<file path="src/rtl/woc_pkg.sv">
package woc_pkg;

  typedef enum logic [3:0] {
    OP_NONE        = 4'd0,
    OP_SAVE        = 4'd1,
    OP_RESTORE     = 4'd2,
    OP_FLUSH       = 4'd3,
    OP_SAVED       = 4'd4,
    OP_RESTORED    = 4'd5,
    OP_WR_PTR      = 4'd6,
    OP_WR_SAVE     = 4'd7,
    OP_WR_RESTORE  = 4'd8,
    OP_WR_OTHER    = 4'd9,
    OP_WR_CLEAN    = 4'd10,
    OP_WR_WSTATE   = 4'd11
  } woc_op_e;

  typedef enum logic [1:0] {
    TK_NONE  = 2'd0,
    TK_SPILL = 2'd1,
    TK_FILL  = 2'd2,
    TK_CLEAN = 2'd3
  } trap_kind_e;

  typedef enum logic [1:0] {
    PTR_HOLD = 2'd0,
    PTR_DEC  = 2'd1,
    PTR_INC  = 2'd2,
    PTR_LOAD = 2'd3
  } ptr_op_e;

endpackage

</file>
<file path="src/rtl/woc_decide.sv">
module woc_decide
  import woc_pkg::*;
#(
  parameter int NWIN = 8,
  localparam int CW = $clog2(NWIN)
) (
  input  logic          clk,
  input  logic          rst_ns,
  input  logic          op_valid,
  input  logic [3:0]    op_code,
  input  logic [CW-1:0] wr_val,
  input  logic [CW-1:0] cansave,
  input  logic [CW-1:0] canrestore,
  input  logic [CW-1:0] otherwin,
  input  logic [CW-1:0] cleanwin,
  output trap_kind_e    trap_kind,
  output logic          ctr_we,
  output logic [CW-1:0] cansave_nx,
  output logic [CW-1:0] canrestore_nx,
  output logic [CW-1:0] otherwin_nx,
  output logic [CW-1:0] cleanwin_nx,
  output logic          wstate_we,
  output ptr_op_e       ptr_op
);

  localparam logic [CW-1:0] ONE       = CW'(1);
  localparam logic [CW-1:0] FLUSH_LVL = CW'(NWIN - 2);
  localparam logic [CW-1:0] CLEAN_MAX = CW'(NWIN - 1);

  woc_op_e op_e;
  logic    other_busy;

  assign op_e       = woc_op_e'(op_code);
  assign other_busy = (otherwin != '0);

  always_comb begin
    trap_kind     = TK_NONE;
    ctr_we        = 1'b0;
    wstate_we     = 1'b0;
    ptr_op        = PTR_HOLD;
    cansave_nx    = cansave;
    canrestore_nx = canrestore;
    otherwin_nx   = otherwin;
    cleanwin_nx   = cleanwin;
    if (op_valid) begin
      case (op_e)
        OP_SAVE: begin
          if (cansave == '0) begin
            trap_kind = TK_SPILL;
          end else if (cleanwin == canrestore) begin
            trap_kind = TK_CLEAN;
          end else begin
            ctr_we        = 1'b1;
            cansave_nx    = cansave - ONE;
            canrestore_nx = canrestore + ONE;
            ptr_op        = PTR_DEC;
          end
        end
        OP_RESTORE: begin
          if (canrestore == '0) begin
            trap_kind = TK_FILL;
          end else begin
            ctr_we        = 1'b1;
            cansave_nx    = cansave + ONE;
            canrestore_nx = canrestore - ONE;
            ptr_op        = PTR_INC;
          end
        end
        OP_FLUSH: begin
          if (cansave != FLUSH_LVL) trap_kind = TK_SPILL;
        end
        OP_SAVED: begin
          ctr_we     = 1'b1;
          cansave_nx = cansave + ONE;
          if (other_busy) otherwin_nx   = otherwin - ONE;
          else            canrestore_nx = canrestore - ONE;
        end
        OP_RESTORED: begin
          ctr_we        = 1'b1;
          canrestore_nx = canrestore + ONE;
          if (cleanwin < CLEAN_MAX) cleanwin_nx = cleanwin + ONE;
          if (other_busy) otherwin_nx = otherwin - ONE;
          else            cansave_nx  = cansave - ONE;
        end
        OP_WR_PTR:     ptr_op = PTR_LOAD;
        OP_WR_SAVE:    begin ctr_we = 1'b1; cansave_nx    = wr_val; end
        OP_WR_RESTORE: begin ctr_we = 1'b1; canrestore_nx = wr_val; end
        OP_WR_OTHER:   begin ctr_we = 1'b1; otherwin_nx   = wr_val; end
        OP_WR_CLEAN:   begin ctr_we = 1'b1; cleanwin_nx   = wr_val; end
        OP_WR_WSTATE:  wstate_we = 1'b1;
        default: ;
      endcase
    end
  end

  // an empty save budget always ends in a spill
  assert_spill_when_empty_R1: assert property (@(posedge clk) disable iff (!rst_ns)
    (op_valid && op_code == 4'd1 && cansave == '0) |-> (trap_kind == TK_SPILL && !ctr_we));

  // no trap outcome ever requests a state update
  assert_trap_blocks_update_R10: assert property (@(posedge clk) disable iff (!rst_ns)
    (trap_kind != TK_NONE) |-> (!ctr_we && !wstate_we && ptr_op == PTR_HOLD));

endmodule

</file>
<file path="src/rtl/woc_trapcode.sv">
module woc_trapcode
  import woc_pkg::*;
#(
  parameter int NWIN = 8,
  parameter int WSF = 3,
  parameter int TTW = 9,
  parameter logic [TTW-1:0] SPILL_BASE = TTW'(9'h080),
  parameter logic [TTW-1:0] FILL_BASE  = TTW'(9'h0C0),
  parameter logic [TTW-1:0] CLEAN_TT   = TTW'(9'h024),
  parameter logic [TTW-1:0] OTHER_FLAG = TTW'(9'h020),
  localparam int CW = $clog2(NWIN),
  localparam int WSW = 2 * WSF
) (
  input  trap_kind_e     trap_kind,
  input  logic [CW-1:0]  otherwin,
  input  logic [WSW-1:0] wstate,
  output logic [TTW-1:0] code
);

  logic [TTW-1:0] sel_user;
  logic [TTW-1:0] sel_other;
  logic [TTW-1:0] sel;

  assign sel_user  = TTW'(wstate[WSF-1:0]) << 2;
  assign sel_other = OTHER_FLAG | (TTW'(wstate[WSW-1:WSF]) << 2);
  assign sel       = (otherwin != '0) ? sel_other : sel_user;

  always_comb begin
    case (trap_kind)
      TK_SPILL: code = SPILL_BASE | sel;
      TK_FILL:  code = FILL_BASE | sel;
      TK_CLEAN: code = CLEAN_TT;
      default:  code = '0;
    endcase
  end

endmodule

</file>
<file path="src/rtl/woc_pointer.sv">
module woc_pointer
  import woc_pkg::*;
#(
  parameter int NWIN = 8,
  parameter int DW = 8,
  localparam int CW = $clog2(NWIN)
) (
  input  logic          clk,
  input  logic          rst_ns,
  input  ptr_op_e       ptr_op,
  input  logic [DW-1:0] wr_data,
  output logic [CW-1:0] cwp_sw
);

  localparam logic [CW-1:0] TOP = CW'(NWIN - 1);

  logic [CW-1:0] cwp_q;
  logic [CW-1:0] cwp_nx;
  logic          cwp_en;
  int            wr_mod;

  always_comb begin
    wr_mod = int'(wr_data) % NWIN;
    cwp_en = (ptr_op != PTR_HOLD);
    case (ptr_op)
      PTR_DEC:  cwp_nx = (cwp_q == '0) ? TOP : cwp_q - CW'(1);
      PTR_INC:  cwp_nx = (cwp_q == TOP) ? '0 : cwp_q + CW'(1);
      PTR_LOAD: cwp_nx = CW'(NWIN - 1 - wr_mod);
      default:  cwp_nx = cwp_q;
    endcase
  end

  always_ff @(posedge clk or negedge rst_ns) begin
    if (!rst_ns)     cwp_q <= '0;
    else if (cwp_en) cwp_q <= cwp_nx;
  end

  assign cwp_sw = TOP - cwp_q;

  // internal pointer never leaves the window range
  assert_ptr_in_range_R9: assert property (@(posedge clk) disable iff (!rst_ns)
    (int'(cwp_q) < NWIN));

  // a successful save steps the internal pointer down with wrap
  assert_ptr_dec_wrap_R3: assert property (@(posedge clk) disable iff (!rst_ns)
    (ptr_op == PTR_DEC) |=> (cwp_q == (($past(cwp_q) == '0) ? TOP : $past(cwp_q) - CW'(1))));

  // a successful restore steps the internal pointer up with wrap
  assert_ptr_inc_wrap_R4: assert property (@(posedge clk) disable iff (!rst_ns)
    (ptr_op == PTR_INC) |=> (cwp_q == (($past(cwp_q) == TOP) ? '0 : $past(cwp_q) + CW'(1))));

endmodule

</file>
<file path="src/rtl/woc_counters.sv">
module woc_counters
  import woc_pkg::*;
#(
  parameter int NWIN = 8,
  parameter int WSF = 3,
  localparam int CW = $clog2(NWIN),
  localparam int WSW = 2 * WSF
) (
  input  logic           clk,
  input  logic           rst_ns,
  input  logic           ctr_we,
  input  logic [CW-1:0]  cansave_nx,
  input  logic [CW-1:0]  canrestore_nx,
  input  logic [CW-1:0]  otherwin_nx,
  input  logic [CW-1:0]  cleanwin_nx,
  input  logic           wstate_we,
  input  logic [WSW-1:0] wstate_nx,
  output logic [CW-1:0]  cansave,
  output logic [CW-1:0]  canrestore,
  output logic [CW-1:0]  otherwin,
  output logic [CW-1:0]  cleanwin,
  output logic [WSW-1:0] wstate
);

  always_ff @(posedge clk or negedge rst_ns) begin
    if (!rst_ns) begin
      cansave    <= '0;
      canrestore <= '0;
      otherwin   <= '0;
      cleanwin   <= '0;
    end else if (ctr_we) begin
      cansave    <= cansave_nx;
      canrestore <= canrestore_nx;
      otherwin   <= otherwin_nx;
      cleanwin   <= cleanwin_nx;
    end
  end

  always_ff @(posedge clk or negedge rst_ns) begin
    if (!rst_ns)        wstate <= '0;
    else if (wstate_we) wstate <= wstate_nx;
  end

  // counters move only under their write enable
  assert_ctr_hold_R11: assert property (@(posedge clk) disable iff (!rst_ns)
    !ctr_we |=> ($stable(cansave) && $stable(canrestore) && $stable(otherwin) && $stable(cleanwin)));

endmodule

</file>
<file path="src/rtl/win_occ_unit.sv">
module win_occ_unit
  import woc_pkg::*;
#(
  parameter int NWIN = 8,
  parameter int DW = 8,
  parameter int WSF = 3,
  parameter int TTW = 9,
  parameter logic [TTW-1:0] SPILL_BASE = TTW'(9'h080),
  parameter logic [TTW-1:0] FILL_BASE  = TTW'(9'h0C0),
  parameter logic [TTW-1:0] CLEAN_TT   = TTW'(9'h024),
  parameter logic [TTW-1:0] OTHER_FLAG = TTW'(9'h020),
  localparam int CW = $clog2(NWIN),
  localparam int WSW = 2 * WSF
) (
  input  logic           clk,
  input  logic           rst_n,
  input  logic           op_valid,
  input  logic [3:0]     op_code,
  input  logic [DW-1:0]  op_data,
  output logic [CW-1:0]  cansave_o,
  output logic [CW-1:0]  canrestore_o,
  output logic [CW-1:0]  otherwin_o,
  output logic [CW-1:0]  cleanwin_o,
  output logic [WSW-1:0] wstate_o,
  output logic [CW-1:0]  cwp_sw_o,
  output logic           trap_o,
  output logic [TTW-1:0] trap_type_o
);

  logic [1:0]     rst_pipe;
  logic           rst_ns;
  trap_kind_e     trap_kind;
  logic           ctr_we;
  logic           wstate_we;
  ptr_op_e        ptr_op;
  logic [CW-1:0]  cs_nx, cr_nx, ow_nx, cw_nx;
  logic [TTW-1:0] code_nx;
  logic           trap_nx;
  logic           trap_q;
  logic [TTW-1:0] type_q;

  always_ff @(posedge clk or negedge rst_n) begin
    if (!rst_n) rst_pipe <= '0;
    else        rst_pipe <= {rst_pipe[0], 1'b1};
  end
  assign rst_ns = rst_pipe[1];

  woc_decide #(.NWIN(NWIN)) u_decide (
    .clk(clk), .rst_ns(rst_ns),
    .op_valid(op_valid), .op_code(op_code), .wr_val(op_data[CW-1:0]),
    .cansave(cansave_o), .canrestore(canrestore_o),
    .otherwin(otherwin_o), .cleanwin(cleanwin_o),
    .trap_kind(trap_kind), .ctr_we(ctr_we),
    .cansave_nx(cs_nx), .canrestore_nx(cr_nx),
    .otherwin_nx(ow_nx), .cleanwin_nx(cw_nx),
    .wstate_we(wstate_we), .ptr_op(ptr_op)
  );

  woc_counters #(.NWIN(NWIN), .WSF(WSF)) u_counters (
    .clk(clk), .rst_ns(rst_ns),
    .ctr_we(ctr_we),
    .cansave_nx(cs_nx), .canrestore_nx(cr_nx),
    .otherwin_nx(ow_nx), .cleanwin_nx(cw_nx),
    .wstate_we(wstate_we), .wstate_nx(op_data[WSW-1:0]),
    .cansave(cansave_o), .canrestore(canrestore_o),
    .otherwin(otherwin_o), .cleanwin(cleanwin_o),
    .wstate(wstate_o)
  );

  woc_pointer #(.NWIN(NWIN), .DW(DW)) u_pointer (
    .clk(clk), .rst_ns(rst_ns),
    .ptr_op(ptr_op), .wr_data(op_data),
    .cwp_sw(cwp_sw_o)
  );

  woc_trapcode #(
    .NWIN(NWIN), .WSF(WSF), .TTW(TTW),
    .SPILL_BASE(SPILL_BASE), .FILL_BASE(FILL_BASE),
    .CLEAN_TT(CLEAN_TT), .OTHER_FLAG(OTHER_FLAG)
  ) u_trapcode (
    .trap_kind(trap_kind), .otherwin(otherwin_o),
    .wstate(wstate_o), .code(code_nx)
  );

  assign trap_nx = (trap_kind != TK_NONE);

  always_ff @(posedge clk or negedge rst_ns) begin
    if (!rst_ns) trap_q <= 1'b0;
    else         trap_q <= trap_nx;
  end

  always_ff @(posedge clk or negedge rst_ns) begin
    if (!rst_ns)      type_q <= '0;
    else if (trap_nx) type_q <= code_nx;
  end

  assign trap_o      = trap_q;
  assign trap_type_o = type_q;

  // a trapping operation freezes every visible piece of state
  assert_trap_freezes_state_R10: assert property (@(posedge clk) disable iff (!rst_ns)
    trap_nx |=> ($stable(cansave_o) && $stable(canrestore_o) && $stable(otherwin_o)
                 && $stable(cleanwin_o) && $stable(wstate_o) && $stable(cwp_sw_o) && trap_o));

  // a successful save moves one window from the save budget to the restore budget
  assert_save_rebalance_R3: assert property (@(posedge clk) disable iff (!rst_ns)
    (op_valid && op_code == 4'd1 && !trap_nx)
      |=> (cansave_o == $past(cansave_o) - CW'(1) && canrestore_o == $past(canrestore_o) + CW'(1)));

  // the clean counter never climbs past the top window on a restored operation
  assert_clean_saturates_R8: assert property (@(posedge clk) disable iff (!rst_ns)
    (op_valid && op_code == 4'd5 && cleanwin_o == CW'(NWIN - 1)) |=> (cleanwin_o == CW'(NWIN - 1)));

  // the trap flag is a single-cycle pulse unless a new trap follows
  assert_trap_pulse_R10: assert property (@(posedge clk) disable iff (!rst_ns)
    !trap_nx |=> !trap_o);

endmodule

</file>
<file path="config.mk">
export PLATFORM = sky130hd
export DESIGN_NAME = win_occ_unit
export DESIGN_NICKNAME = d
export VERILOG_FILES = /design/src/rtl/woc_pkg.sv /design/src/rtl/woc_decide.sv /design/src/rtl/woc_trapcode.sv /design/src/rtl/woc_pointer.sv /design/src/rtl/woc_counters.sv /design/src/rtl/win_occ_unit.sv
export SDC_FILE = /design/constraint.sdc
export NUM_CORES = 1
export LEC_CHECK = 0
export BUFFER_PORTS_ARGS = -buffer_cell sky130_fd_sc_hd__buf_2
export CAP_MARGIN = 40
export CORE_ASPECT_RATIO = 0.75
export CORE_MARGIN = 5
export CORE_UTILIZATION = 50
export CTS_CLUSTER_SIZE = 8
export DETAILED_ROUTE_END_ITERATION = 16
export PLACE_DENSITY = 0.75
export SETUP_SLACK_MARGIN = 0.1
export SLEW_MARGIN = 25
export SYNTH_ARGS = -nofsm -noshare
export SYNTH_HDL_FRONTEND = slang
export SYNTH_SLANG_ARGS = --single-unit
export TNS_END_PERCENT = 10
</file>
<file path="constraint.sdc">
create_clock -name clk -period 1.5 [get_ports clk]
set_clock_uncertainty 0.05 [all_clocks]
set_input_delay 0.075 -clock clk [delete_from_list [all_inputs] [get_ports clk]]
set_output_delay 0.075 -clock clk [all_outputs]
set_load 0.01 [all_outputs]
</file>
[After elaboration in Yosys (flattened, before gate mapping)]
Index checks and enable logic that the tools add are counted.
Storage, ports and cells
  register bits: 33
  word-level logic and storage cells: 102
  bits of input ports: 15
  output and inout bits: 31
Cells by class
  add/subtract/negate cells: 10
  magnitude comparators: 1
  equality and inequality tests: 27
  muxes and demuxes: 37
  reductions and logical operators: 18
Operators by type and width (number)
  $mux 3: 12
  $pmux 3 s5: 2
  $pmux 8 s3: 1
  $eq 4x3->1 const B: 4
  $eq 4x4->1 const B: 4
  $mux 2: 7
  $reduce_and 7->1: 2
  $add 3x1->3 const B: 4
  $pmux 2 s3: 2
  $pmux 3 s2: 2
  $sub 3x1->3 const B: 4
  $ne 2x2->1 const B: 5
  $reduce_bool 5->1: 2
  $logic_not 3->1: 3
  $pmux 3 s3: 1
  $eq 2x2->1 const B: 4
  $eq 4x2->1 const B: 2
  $mux 1: 8
  $reduce_and 4->1: 2
  $reduce_bool 2->1: 4
  $mux 6: 1
  $reduce_bool 3->1: 2
  $reduce_or 6->1: 1
  $sub 3x3->3 const A: 2
  10 further kinds: 12

[Logic depth before layout (Yosys ltp)]
Gate-level depths: netlist of run 1.
  word-level depth: 8
  depth in mapped cells: 11

[Hierarchy]
Synthesis of run 1 repeated with hierarchy kept, for this count alone.
Unflattened totals
  cells, all modules: 274
  area total of the unflattened synthesis: 2667.6 um2
Modules (own cells, without submodules)
  woc_decide: area each 1081.0 um2, cells each 158, times used 1, seq. area each 0.0 um2
  woc_counters: area each 706.9 um2, cells each 38, times used 1, seq. area each 450.4 um2
  win_occ_unit: area each 420.4 um2, cells each 24, times used 1, seq. area each 300.3 um2
  woc_pointer: area each 261.5 um2, cells each 30, times used 1, seq. area each 75.1 um2
  woc_trapcode: area each 197.7 um2, cells each 24, times used 1, seq. area each 0.0 um2

[Worst setup path before layout of run 1]
OpenSTA, ideal clock, no wires.
  kind: reg-to-reg
  start: register u_counters.canrestore[0]
  end: register type_q[7], in the netlist trap_type_o[7]
  setup time: 0.125 ns
  cell stages (with the launch flop): 9
  data required time: 1.325 ns
  setup slack: -0.758 ns
  clock period less this slack: 2.258 ns
  arrival time: 2.083 ns
  path buffers: 1
  cells stage by stage: dfrtp_1 > xor2_1 > nor3_2 > o22ai_1 > nand2_1 > o311ai_0 > ha_1 > clkbuf_1 > mux2_2
On the way
  cells in the longest elaborated chain, start to end: 7
  elaborated cells on any way between the ends: 12
  those cells by class: 4 x eq/ne; 6 x mux; 2 x reduce/logical
RTL lines
  start, declared: line woc_counters.sv:19  | output logic [CW-1:0] canrestore,
  start signal, assigned: line woc_counters.sv:33  | canrestore <= canrestore_nx;
  $eq 3x3->1: line woc_decide.sv:50  | end else if (cleanwin == canrestore) begin
  $mux 2: line woc_decide.sv:50
  $mux 2: line woc_decide.sv:48  | if (cansave == '0) begin
  $pmux 2 s3 *: line woc_decide.sv:46  | case (op_e)
  $mux 2 *: line woc_decide.sv:45  | if (op_valid) begin
  $eq 2x2->1 / $eq 2x1->1 (equally long branches): line woc_trapcode.sv:29  | case (trap_kind)
  $pmux 8 s3: line woc_trapcode.sv:29
  end signal, assigned: line win_occ_unit.sv:94  | else if (trap_nx) type_q <= code_nx;
  end, declared: line win_occ_unit.sv:40  | logic [TTW-1:0] type_q;
Every way passes the cells marked *; elsewhere a longest branch is shown, timed or not.
A chain may end at the register's enable or synchronous reset.

[Worst setup path after layout of run 1]
  start: register u_counters.cleanwin[2]
  end: register type_q[6], in the netlist trap_type_o[6]
On the way
  cells in the longest elaborated chain, start to end: 7
  elaborated cells on any way between the ends: 10
  those cells by class: 4 x eq/ne; 5 x mux; 1 x reduce/logical
RTL lines
  start, declared: line woc_counters.sv:21  | output logic [CW-1:0] cleanwin,
  start signal, assigned: line woc_counters.sv:35  | cleanwin <= cleanwin_nx;
  $eq 3x3->1 *: line woc_decide.sv:50
  $mux 2 *: line woc_decide.sv:50
  $mux 2 *: line woc_decide.sv:48
  $pmux 2 s3 *: line woc_decide.sv:46
  $mux 2 *: line woc_decide.sv:45
  $eq 2x2->1 / $eq 2x1->1 (equally long branches): line woc_trapcode.sv:29
  $pmux 8 s3: line woc_trapcode.sv:29
Marks and branches as above.

==> results of run 1 <==
[registers in the layout (all words and copies together), names as in the netlist]
signal / cells
u_counters.wstate: 6
trap_type_o: 6
u_counters.otherwin: 3
u_counters.cansave: 3
u_counters.cleanwin: 3
u_counters.canrestore: 3
trap_o: 1
rst_pipe: 2
u_pointer.cwp_q: 3
[cell usage in the layout (no fill, tap or decap), drive strengths merged, types with 3 or more instances in the layout]
master	synthesis	layout
dlygate4sd3	0	4
xor2	4	4
mux2	8	8
nor2b	6	6
or3	3	3
dfrtp	30	30
nand3	7	7
ha	11	11
o211ai	3	3
conb	2	4
mux2i	6	6
nor2	12	12
clkbuf	4	6
nand2b	4	4
o22ai	3	3
nor3	10	10
buf	8	104
nand2	26	26
o2bb2ai	3	3
inv	15	15
xnor2	4	4
o21ai	6	6
a21oi	9	9
[cell families after synthesis]
logic type / share of synthesized area (%)
AOI/OAI and AO/OA: 18.9
xor gates and xnor gates: 3.40
adders and majority gates: 8.63
buffers and inverters: 5.83
DFF: 36.5
muxes: 7.29
other: 0.365
and+or+nand+nor: 19.1
[how the worst max path moves through the flow]
stage,from,slack [ns],to,cells after the start
floorplan,u_counters.cleanwin[1],-0.58,trap_type_o[7],8
global placement,u_counters.cleanwin[1],-0.49,trap_type_o[5],10
finish,u_counters.cleanwin[2],-0.57,trap_type_o[6],8
global route,u_counters.canrestore[2],-0.65,trap_type_o[5],10
detailed placement,u_counters.cleanwin[0],-0.55,trap_type_o[6],5
CTS,u_counters.canrestore[1],-0.54,trap_type_o[5],9
[routing by layer]
layer,share of wire [%],up-vias,global-route usage [%]
met5,0,-,0
met4,1.5,0,8.23
met3,6.5,12,4.89
met2,49,74,41.9
met1,43,1031,29.0
li1,-,1018,-
[critical path, delay by kind of cell, from the launching register on]
family,cells,cell delay [ns]
xor+xnor,1,0.17
mux,1,0.27
fa+ha+maj,1,0.21
simple gates,2,0.43
flops,1,0.44
buf+inv,1,0.13
compound gates,2,0.24
[power by group through the flow]
stage | clock network [mW] | registers, mW | logic, mW
floorplan | 0 | 1.50 | 1.05
global placement | 0 | 1.29 | 2.16
detailed placement | 0 | 1.30 | 2.23
CTS | 1.04 | 1.31 | 2.45
global route | 1.08 | 1.35 | 2.83
finish | 1.03 | 1.32 | 2.55
[stage by stage]
step | utilization, % | total power [mW] | setup TNS (ns) | setup slack, ns | area (um2)
detailed placement | 68.3 | 3.53 | -9.64 | -0.551 | 2730
floorplan | - | 2.55 | -7.75 | -0.581 | 2100
global placement | 68.3 | 3.45 | -8.67 | -0.489 | 2730
finish | 76.9 | 4.90 | -8.14 | -0.565 | 3080
global route | 76.9 | 5.27 | -10.19 | -0.648 | 3080
CTS | 75.8 | 4.80 | -7.79 | -0.542 | 3040
[timing repair]
item / CTS / global route
resized for setup: 17 / 10
setup endpoints to repair: 22 / 22
setup buffers: 5 / 0
endpoints found under the hold margin: 5 / 0
hold buffers: 4 / 0
pin swaps: 8 / 3
[layout make-up]
| class | count | area (um2) |
|---|---|---|
| Multi-Input combinational cell | 171 | 1340 |
| Fill cell | 282 | 923 |
| Sequential cell | 30 | 753 |
| Timing Repair Buffer | 108 | 722 |
| Clock buffer | 6 | 82.6 |
| Tap cell | 55 | 68.8 |
| Clock inverter | 2 | 60.1 |
| Inverter | 15 | 56.3 |
==> qor.csv, run 1 <==
metric,value,unit
Post-Layout Cell Count,387,
Die X,84.1,um
Peak VDD IR,927,uV
fin crit period,2.07,ns
IO buf count,40,
fmax,484,MHz
"top cells by count, synth","dfrtp_1 (30), nand2_1 (26), inv_1 (15)",
Post-DRT Antenna Nets,0,
Synth area leader,dfrtp_1,
CTS root buf,clkbuf_8,
first-pass GRT wire length,10.3,mm
Crit-path slowest cell,dfrtp_2,
Post-Synthesis Mean Instance Area,9.11,um2
crit end category,register,
Crit Path Class,reg -> reg,
worst-path cell chain,xor2_2 > nor3_4 > o22ai_1 > nand2_1 > o311ai_4 > ha_2 > buf_6 > mux2_2,
Worst-Skew Late Latency,0.29,ns
worst reg2reg setup slack,-0.57,ns
Placed Cells,370,
top post-synthesis cells by area,"dfrtp_1 (36%), ha_1 (6.7%), nand2_1 (4.7%)",
via/cell ratio,5.52,
violated checks,negative setup slack,
Setup Viol. Count Final,22,
TritonCTS Sinks,30,
"Arr. time, crit path",2.19,ns
Max-Cap Viols,0,
Final HPWL DP,4.41,mm
Tcrit/Tclk final,138,%
IO Pins,46,
outcome,"finished, violations left",
Die ar.,0.00552,mm2
Syn Inst Count,226,
Synth Register Bits,30,
initial antenna violation count,0,
setup ws final,-0.565,ns
vias in the first global route,2199,
Synth top area share,36.5,%
row cnt,20,
P_leak,1.49,nW
Sequential Power Share,26.8,%
core footprint,0.00400,mm2
Post-synth EDFFs,0,
via count,2135,
type of the most critical hold path,in -> async,
CTS tree,built,
synth warn,0,
Worst R2R Start,u_counters.cleanwin[2],
final net count,359,
Internal,3.04,mW
Synth Flop Type,dfrtp_1,
residual DRC count,0,
GP Congestion,0.859,
sw power,1.86,mW
worst path required time,1.62,ns
clock share of power,21.1,%
final max-slew violation count,0,
register area share after synthesis,36.5,%
RSZ-0062 raised after global routing,true,
drt total wl,6.14,mm
synthesized area,0.00206,mm2
CTS Buffer Depth,2,
drt pass-1 iters,5,
Gate power share,52.1,%
slowest cell delay on critical path,0.44,ns
count of different cell masters after synthesis,58,
initial drt markers,120,
CP max FO,5,
Sw Ratio,38.0,%
worst r2r path cells,8,
# diodes,0,
final hold slack,0.0525,ns
Tot GR Track Use,23.8,%
die height,65.6,um
largest net degree at the start of global routing,19,
CTS Buf Count,5,
Power Density,1590,mW/mm2
Final Hold Vio Count,0,
P&R area growth vs syn,49.6,%
"CTS clk-pin slew, worst paths",0.07,ns
global route total overflow,0,
reg2reg end,trap_type_o[6],
Setup crit start kind,register,
layout cells sized above 1,44.0,%
drt wl/cell,15.9,um
H-tree depth,2,
Initial Util,51.4,%
"count leader, synth",dfrtp_1,
ys async rst share,100,%
No activity file was read; power rests on OpenSTA's default activity.
==> run 2, diff against run 1 <==
--- a/config.mk
+++ b/config.mk
@@ -6,13 +6,16 @@
 export NUM_CORES = 1
 export LEC_CHECK = 0
 export BUFFER_PORTS_ARGS = -buffer_cell sky130_fd_sc_hd__buf_2
-export CAP_MARGIN = 40
+export CAP_MARGIN = 10
+export CELL_PAD_IN_SITES_DETAIL_PLACEMENT = 1
+export CELL_PAD_IN_SITES_GLOBAL_PLACEMENT = 1
 export CORE_ASPECT_RATIO = 0.75
 export CORE_MARGIN = 5
-export CORE_UTILIZATION = 50
+export CORE_UTILIZATION = 44
 export CTS_CLUSTER_SIZE = 8
 export DETAILED_ROUTE_END_ITERATION = 16
-export PLACE_DENSITY = 0.75
+export PLACE_DENSITY_LB_ADDON = 0.1
+export REMOVE_ABC_BUFFERS = 1
 export SETUP_SLACK_MARGIN = 0.1
 export SLEW_MARGIN = 25
 export SYNTH_ARGS = -nofsm -noshare
==> run 2 against run 1 <==
Against the previous run:
- the flow still finishes with violations (negative setup slack)
- clock power fell by 31%
- power is 3.3% higher
- sequential share of layout area about the same
- register-to-register slack worse by 0.26 ns
- non-clock buffer count rose by 3
- worst setup slack worse by 0.26 ns
- die area rose by 12%
- flip-flop and latch count is the same
- critical path depth grew 2
- cell count up 1.3%
- combinational power rose by 16%
- largest cell class unchanged
- largest power group unchanged
==> qor.csv, run 2 (synthesis gave the netlist of run 1 again) <==
metric,value,unit,change
# diodes,0,,unchanged
IO buf count,40,,unchanged
layout cells sized above 1,45.4,%,was 44.0%
CTS Buffer Depth,2,,unchanged
via count,2481,,was 2135
core footprint,0.00449,mm2,was 0.00400 mm2
die height,69.3,um,was 65.6 um
Final Hold Vio Count,0,,unchanged
"CTS clk-pin slew, worst paths",0.07,ns,about the same
TritonCTS Sinks,30,,unchanged
CP max FO,4,,was 5
reg2reg end,trap_type_o[5],,was trap_type_o[6]
crit path to,trap_type_o[5],,was trap_type_o[6]
initial antenna violation count,0,,unchanged
IO Pins,46,,unchanged
worst setup path startpoint,u_counters.cleanwin[0],,was u_counters.cleanwin[2]
CTS tree,built,,unchanged
global route total overflow,0,,unchanged
fin crit period,2.32,ns,was 2.07 ns
Setup Viol. Count Final,22,,unchanged
Die ar.,0.00616,mm2,was 0.00552 mm2
first-pass GRT wire length,14.4,mm,was 10.3 mm
final hold slack,0.0716,ns,was 0.0525 ns
Power Density,1650,mW/mm2,was 1590 mW/mm2
type of the most critical hold path,in -> async,,unchanged
via/cell ratio,6.33,,was 5.52
Tcrit/Tclk final,155,%,was 138%
residual DRC count,0,,unchanged
setup ws final,-0.821,ns,was -0.565 ns
violated checks,negative setup slack,,unchanged
Post-DRT Antenna Nets,0,,unchanged
worst path required time,1.62,ns,about the same
largest net degree at the start of global routing,29,,was 19
utilization after layout,68.4,%,was 76.9%
worst reg2reg setup slack,-0.82,ns,was -0.57 ns
"most common cell after layout, fill and taps aside",buf_4,,unchanged
final max-slew violation count,0,,unchanged
Placed Cells,375,,was 370
Worst-Skew Late Latency,0.30,ns,was 0.29 ns
fmax,431,MHz,was 484 MHz
H-tree depth,2,,unchanged
Max-Cap Viols,0,,unchanged
Final HPWL DP,5.53,mm,was 4.41 mm
Post-Layout Cell Count,392,,was 387
RSZ-0062 raised after global routing,true,,unchanged
setup TNS,-12.54,ns,was -8.14 ns
CTS Buf Count,5,,unchanged
final net count,362,,was 359
drt wl/cell,26.9,um,was 15.9 um
drt total wl,10.6,mm,was 6.14 mm
Tot GR Track Use,30.8,%,was 23.8%
"Arr. time, crit path",2.44,ns,was 2.19 ns
P_leak,1.50,nW,was 1.49 nW
Worst-Margin Slew,0.553,ns,
row cnt,21,,was 20
Crit Path Class,reg -> reg,,unchanged
vias in the first global route,2637,,was 2199
outcome,"finished, violations left",,unchanged
Worst R2R Start,u_counters.cleanwin[0],,was u_counters.cleanwin[2]
drt pass-1 iters,5,,unchanged
CTS root buf,clkbuf_8,,unchanged
worst r2r path cells,10,,was 8
P&R area growth vs syn,49.3,%,was 49.6%
crit end category,register,,unchanged
"commonest cells after routing, fill and taps aside","buf_4 (66), buf_2 (40), dfrtp_1 (30)",,"was buf_4 (62), buf_2 (41), dfrtp_1 (28)"
Max-slew headroom,62.8,%,
Initial Util,45.8,%,was 51.4%
Die X,89,um,was 84.1 um
Setup crit start kind,register,,unchanged
Peak VDD IR,1100,uV,was 927 uV
GP Congestion,0.797,,was 0.859
initial drt markers,261,,was 120
[run 2: cell count changes in the layout (fill, tap and decap cells not counted), moves of 2 or more]
cell	change
dfrtp_1	+2
o31ai_1	-2
dfrtp_2	-2
ha_4	-2
nand2_2	-2
bufinv_16	-2
nand2_1	+2
buf_4	+4
[run 2: layout make-up]
| class | count | area [um2] |
|---|---|---|
| Clock buffer | 7 | 86.3 |
| Sequential cell | 30 | 751 |
| Clock inverter | 1 | 5.00 |
| Timing Repair Buffer | 111 | 747 |
| Multi-Input combinational cell | 171 | 1360 |
| Tap cell | 57 | 71.3 |
| Fill cell | 518 | 1420 |
| Inverter | 15 | 56.3 |
[run 2: how the worst min path moves through the flow]
stage                from           to  slack, ns
finish              rst_n  rst_pipe[1]       0.07
global placement    rst_n  rst_pipe[1]      -0.19
CTS                 rst_n  rst_pipe[0]       0.05
detailed placement  rst_n  rst_pipe[0]      -0.18
global route        rst_n  rst_pipe[0]       0.08
floorplan           rst_n  rst_pipe[0]      -0.27
[run 2: per-stage QoR]
step	total power [mW]	area [um2]	worst slack, ns
finish	5.06	3080	-0.821
CTS	4.58	3000	-0.594
global route	5.31	3080	-0.887
floorplan	2.50	2000	-0.669
detailed placement	3.70	2740	-0.697
global placement	3.55	2740	-0.573
[run 2: repair_timing]
action	4_1_cts	5_1_grt
hold buffers	4	0
hold endpoints to repair	5	0
pin swaps	8	4
setup buffers	4	1
resized for setup	24	12
endpoints found under the setup margin	22	22
[run 2: worst max-delay path, stage by stage (launching register included)]
cell     delay (ns)
dfrtp_1        0.43
xor2_2         0.21
nor3_4         0.30
nand2_1        0.10
nand2_1        0.13
nand2_1        0.11
ha_2           0.21
a41oi_2        0.25
nor2_1         0.11
nor3_1         0.21
a21oi_1        0.08
[run 2: report_power, final]
| group | internal (mW) | switching (mW) | total [mW] |
|---|---|---|---|
| Clock | 0.370 | 0.341 | 0.711 |
| Combinational | 1.35 | 1.61 | 2.96 |
| Sequential | 1.09 | 0.305 | 1.39 |
| Total | 2.80 | 2.26 | 5.06 |
[run 2: routing by layer]
metal  track usage, %  up-vias  share of wire (%)
met1             36.9     1239                 38
met4             17.5        0                6.3
met2             50.6      164                 49
met3             5.94       64                7.2
li1                 -     1014                  -
met5                0        -                  0
==> run 3, diff against run 2 <==
--- a/config.mk
+++ b/config.mk
@@ -10,7 +10,7 @@
 export CELL_PAD_IN_SITES_DETAIL_PLACEMENT = 1
 export CELL_PAD_IN_SITES_GLOBAL_PLACEMENT = 1
 export CORE_ASPECT_RATIO = 0.75
-export CORE_MARGIN = 5
+export CORE_MARGIN = 2
 export CORE_UTILIZATION = 44
 export CTS_CLUSTER_SIZE = 8
 export DETAILED_ROUTE_END_ITERATION = 16
==> run 3 against run 2 <==
Against the previous run:
- the flow still finishes with violations (negative setup slack)
- power is 0.31% higher
- critical path depth is 1 lower
- clock power is 20% higher
- cell area increased by 0.85%
- clock-buffer cell count decreased by 2
- flip-flop and latch count stayed put
- first-iteration DRC count down 20%
- highest routed layer unchanged
==> qor.csv, run 3 (synthesis gave the netlist of run 1 again) <==
metric,value,unit,change
CP most frequent cell,buf_4,,was nand2_1
Sequential cell area,751,um2,unchanged
worst-path cell chain,xor2_2 > nor3_4 > buf_4 > o311a_1 > buf_4 > buf_4 > ha_2 > nor3_2 > a21oi_1,,was xor2_2 > nor3_4 > nand2_1 > nand2_1 > nand2_1 > ha_2 > a41oi_2 > nor2_1 > nor3_1 > a21oi_1
vias in the first global route,2470,,was 2637
largest net degree at the start of global routing,29,,unchanged
multi-input logic area,0.00134,mm2,was 0.00136 mm2
area of placed instances,0.00277,mm2,was 0.00274 mm2
H-tree depth,2,,unchanged
Die ar.,0.00525,mm2,was 0.00616 mm2
worst reg2reg setup slack,-0.72,ns,was -0.82 ns
setup ws final,-0.721,ns,was -0.821 ns
"delay-heaviest family, CP",compound AO/OA/AOI/OAI gates,,was simple AND/OR/NAND/NOR gates
CTS Buf Count,5,,unchanged
Final HPWL DP,5.43,mm,was 5.53 mm
first-pass GRT wire length,12.4,mm,was 14.4 mm
CTS Buffer Depth,2,,unchanged
via count,2395,,was 2481
fin crit period,2.22,ns,was 2.32 ns
initial antenna violation count,0,,unchanged
Crit Path Class,reg -> reg,,unchanged
Placed Cells,379,,was 375
Internal,2.87,mW,was 2.80 mW
IO Pins,46,,unchanged
Peak VDD IR,1010,uV,was 1100 uV
CTS root buf,clkbuf_8,,unchanged
"commonest cells after routing, fill and taps aside","buf_4 (71), buf_2 (40), dfrtp_1 (30)",,"was buf_4 (66), buf_2 (40), dfrtp_1 (30)"
Tot GR Track Use,30.1,%,was 30.8%
"most common cell after layout, fill and taps aside",buf_4,,unchanged
die height,63.3,um,was 69.3 um
via/cell ratio,6.05,,was 6.33
Setup WS pre-CTS,-0.774,ns,was -0.697 ns
Crit-path slowest cell,dfrtp_1,,unchanged
Power Density,1640,mW/mm2,was 1650 mW/mm2
sw power,2.22,mW,was 2.26 mW
"Buf+Inv Stages, Crit Path",3,,was 0
fmax,450,MHz,was 431 MHz
slowest cell delay on critical path,0.42,ns,was 0.43 ns
final total power,5.08,mW,was 5.06 mW
violated checks,negative setup slack,,unchanged
filler cell count,507,,was 518
Sequential Power Share,26.9,%,was 27.5%
initial drt markers,210,,was 261
final net count,366,,was 362
P_leak,1.52,nW,was 1.50 nW
P&R area growth vs syn,50.6,%,was 49.3%
Gate power share,56.3,%,was 58.4%
type of the most critical hold path,in -> async,,unchanged
IO buf count,40,,unchanged
met2 routed WL,4.90,mm,was 5.15 mm
Setup Viol. Count Final,22,,unchanged
core footprint,0.00449,mm2,unchanged
final max-slew violation count,0,,unchanged
"CTS clk-pin slew, worst paths",0.08,ns,was 0.07 ns
outcome,"finished, violations left",,unchanged
CTS tree,built,,unchanged
drt wl/cell,24.7,um,was 26.9 um
residual DRC count,0,,unchanged
Post-Layout Cell Count,396,,was 392
post-route cell area,0.00310,mm2,was 0.00308 mm2
Setup crit start kind,register,,unchanged
Post-DRT Antenna Nets,0,,unchanged
CP max FO,4,,unchanged
Max-Cap Viols,0,,unchanged
DRT met1 WL,3.93,mm,was 3.98 mm
Tcrit/Tclk final,148,%,was 155%
Initial Util,45.8,%,unchanged
drt pass-1 iters,4,,was 5
GP Congestion,0.840,,was 0.797
met3 wire length,544,um,was 755 um
final hold slack,0.0505,ns,was 0.0716 ns
Worst-Margin Slew,0.699,ns,was 0.553 ns
# diodes,0,,unchanged
Worst-Skew Late Latency,0.30,ns,about the same
row cnt,21,,unchanged
layout cells sized above 1,45.7,%,was 45.4%
highest routed layer,met4,,unchanged
drt total wl,9.79,mm,was 10.6 mm
"Arr. time, crit path",2.34,ns,was 2.44 ns
crit end category,register,,unchanged
TritonCTS Sinks,30,,unchanged
Sw Ratio,43.6,%,was 44.6%
clock share of power,16.8,%,was 14.0%
Die X,83,um,was 89 um
RSZ-0062 raised after global routing,true,,unchanged
Max-slew headroom,53.3,%,was 62.8%
Final Hold Vio Count,0,,unchanged
global route total overflow,0,,unchanged
worst path required time,1.62,ns,about the same
run 3: routing by layer:
metal,global-route usage (%),vias to the layer above
li1,-,1022
met1,36.3,1199
met2,52.0,133
met3,6.42,41
met4,13.7,0
met5,0,-
run 3: area by class of cell:
| type | count | area share (%) |
|---|---|---|
| Inverter | 15 | 1.82 |
| Clock buffer | 5 | 2.22 |
| Timing Repair Buffer | 115 | 24.9 |
| Clock inverter | 3 | 1.29 |
| Sequential cell | 30 | 24.2 |
| Tap cell | 57 | 2.30 |
| Multi-Input combinational cell | 171 | 43.2 |
run 3: through the flow:
stage / TNS [ns] / util (%)
5_1_grt: -12.58 / 69.0
4_1_cts: -9.37 / 66.1
3_3_place_gp: -9.51 / 61.7
6_report: -10.94 / 69.0
2_1_floorplan: -9.23 / -
3_5_place_dp: -12.53 / 61.7
run 3: power groups by stage:
stage	registers [mW]	clock network, mW	logic, mW
2_1_floorplan	1.50	0	1.01
3_3_place_gp	1.27	0	2.25
3_5_place_dp	1.30	0	2.38
4_1_cts	1.30	0.813	2.50
5_1_grt	1.39	0.881	3.06
6_report	1.37	0.853	2.86
run 3: repair_timing:
action                     in CTS  in global routing
pin swaps                       6                 12
buffers inserted                0                  5
setup endpoints to repair      22                 22
hold buffers                    4                  0
resized for setup              14                 18
hold endpoints to repair        5                  0
run 3: path summary, 6_finish.rpt:
kind / endpoint / cells after the start / from
setup / recovery: trap_type_o[5] / 9 / u_counters.cleanwin[1]
hold / removal: rst_pipe[0] / 2 / rst_n
setup reg to reg: trap_type_o[5] / 9 / u_counters.cleanwin[1]
hold reg to reg: u_counters.wstate[0] / 1 / rst_pipe[1]
max in group asynchronous: u_counters.canrestore[2] / 1 / rst_pipe[1]
min in group clk: u_counters.wstate[1] / 2 / op_data[1]
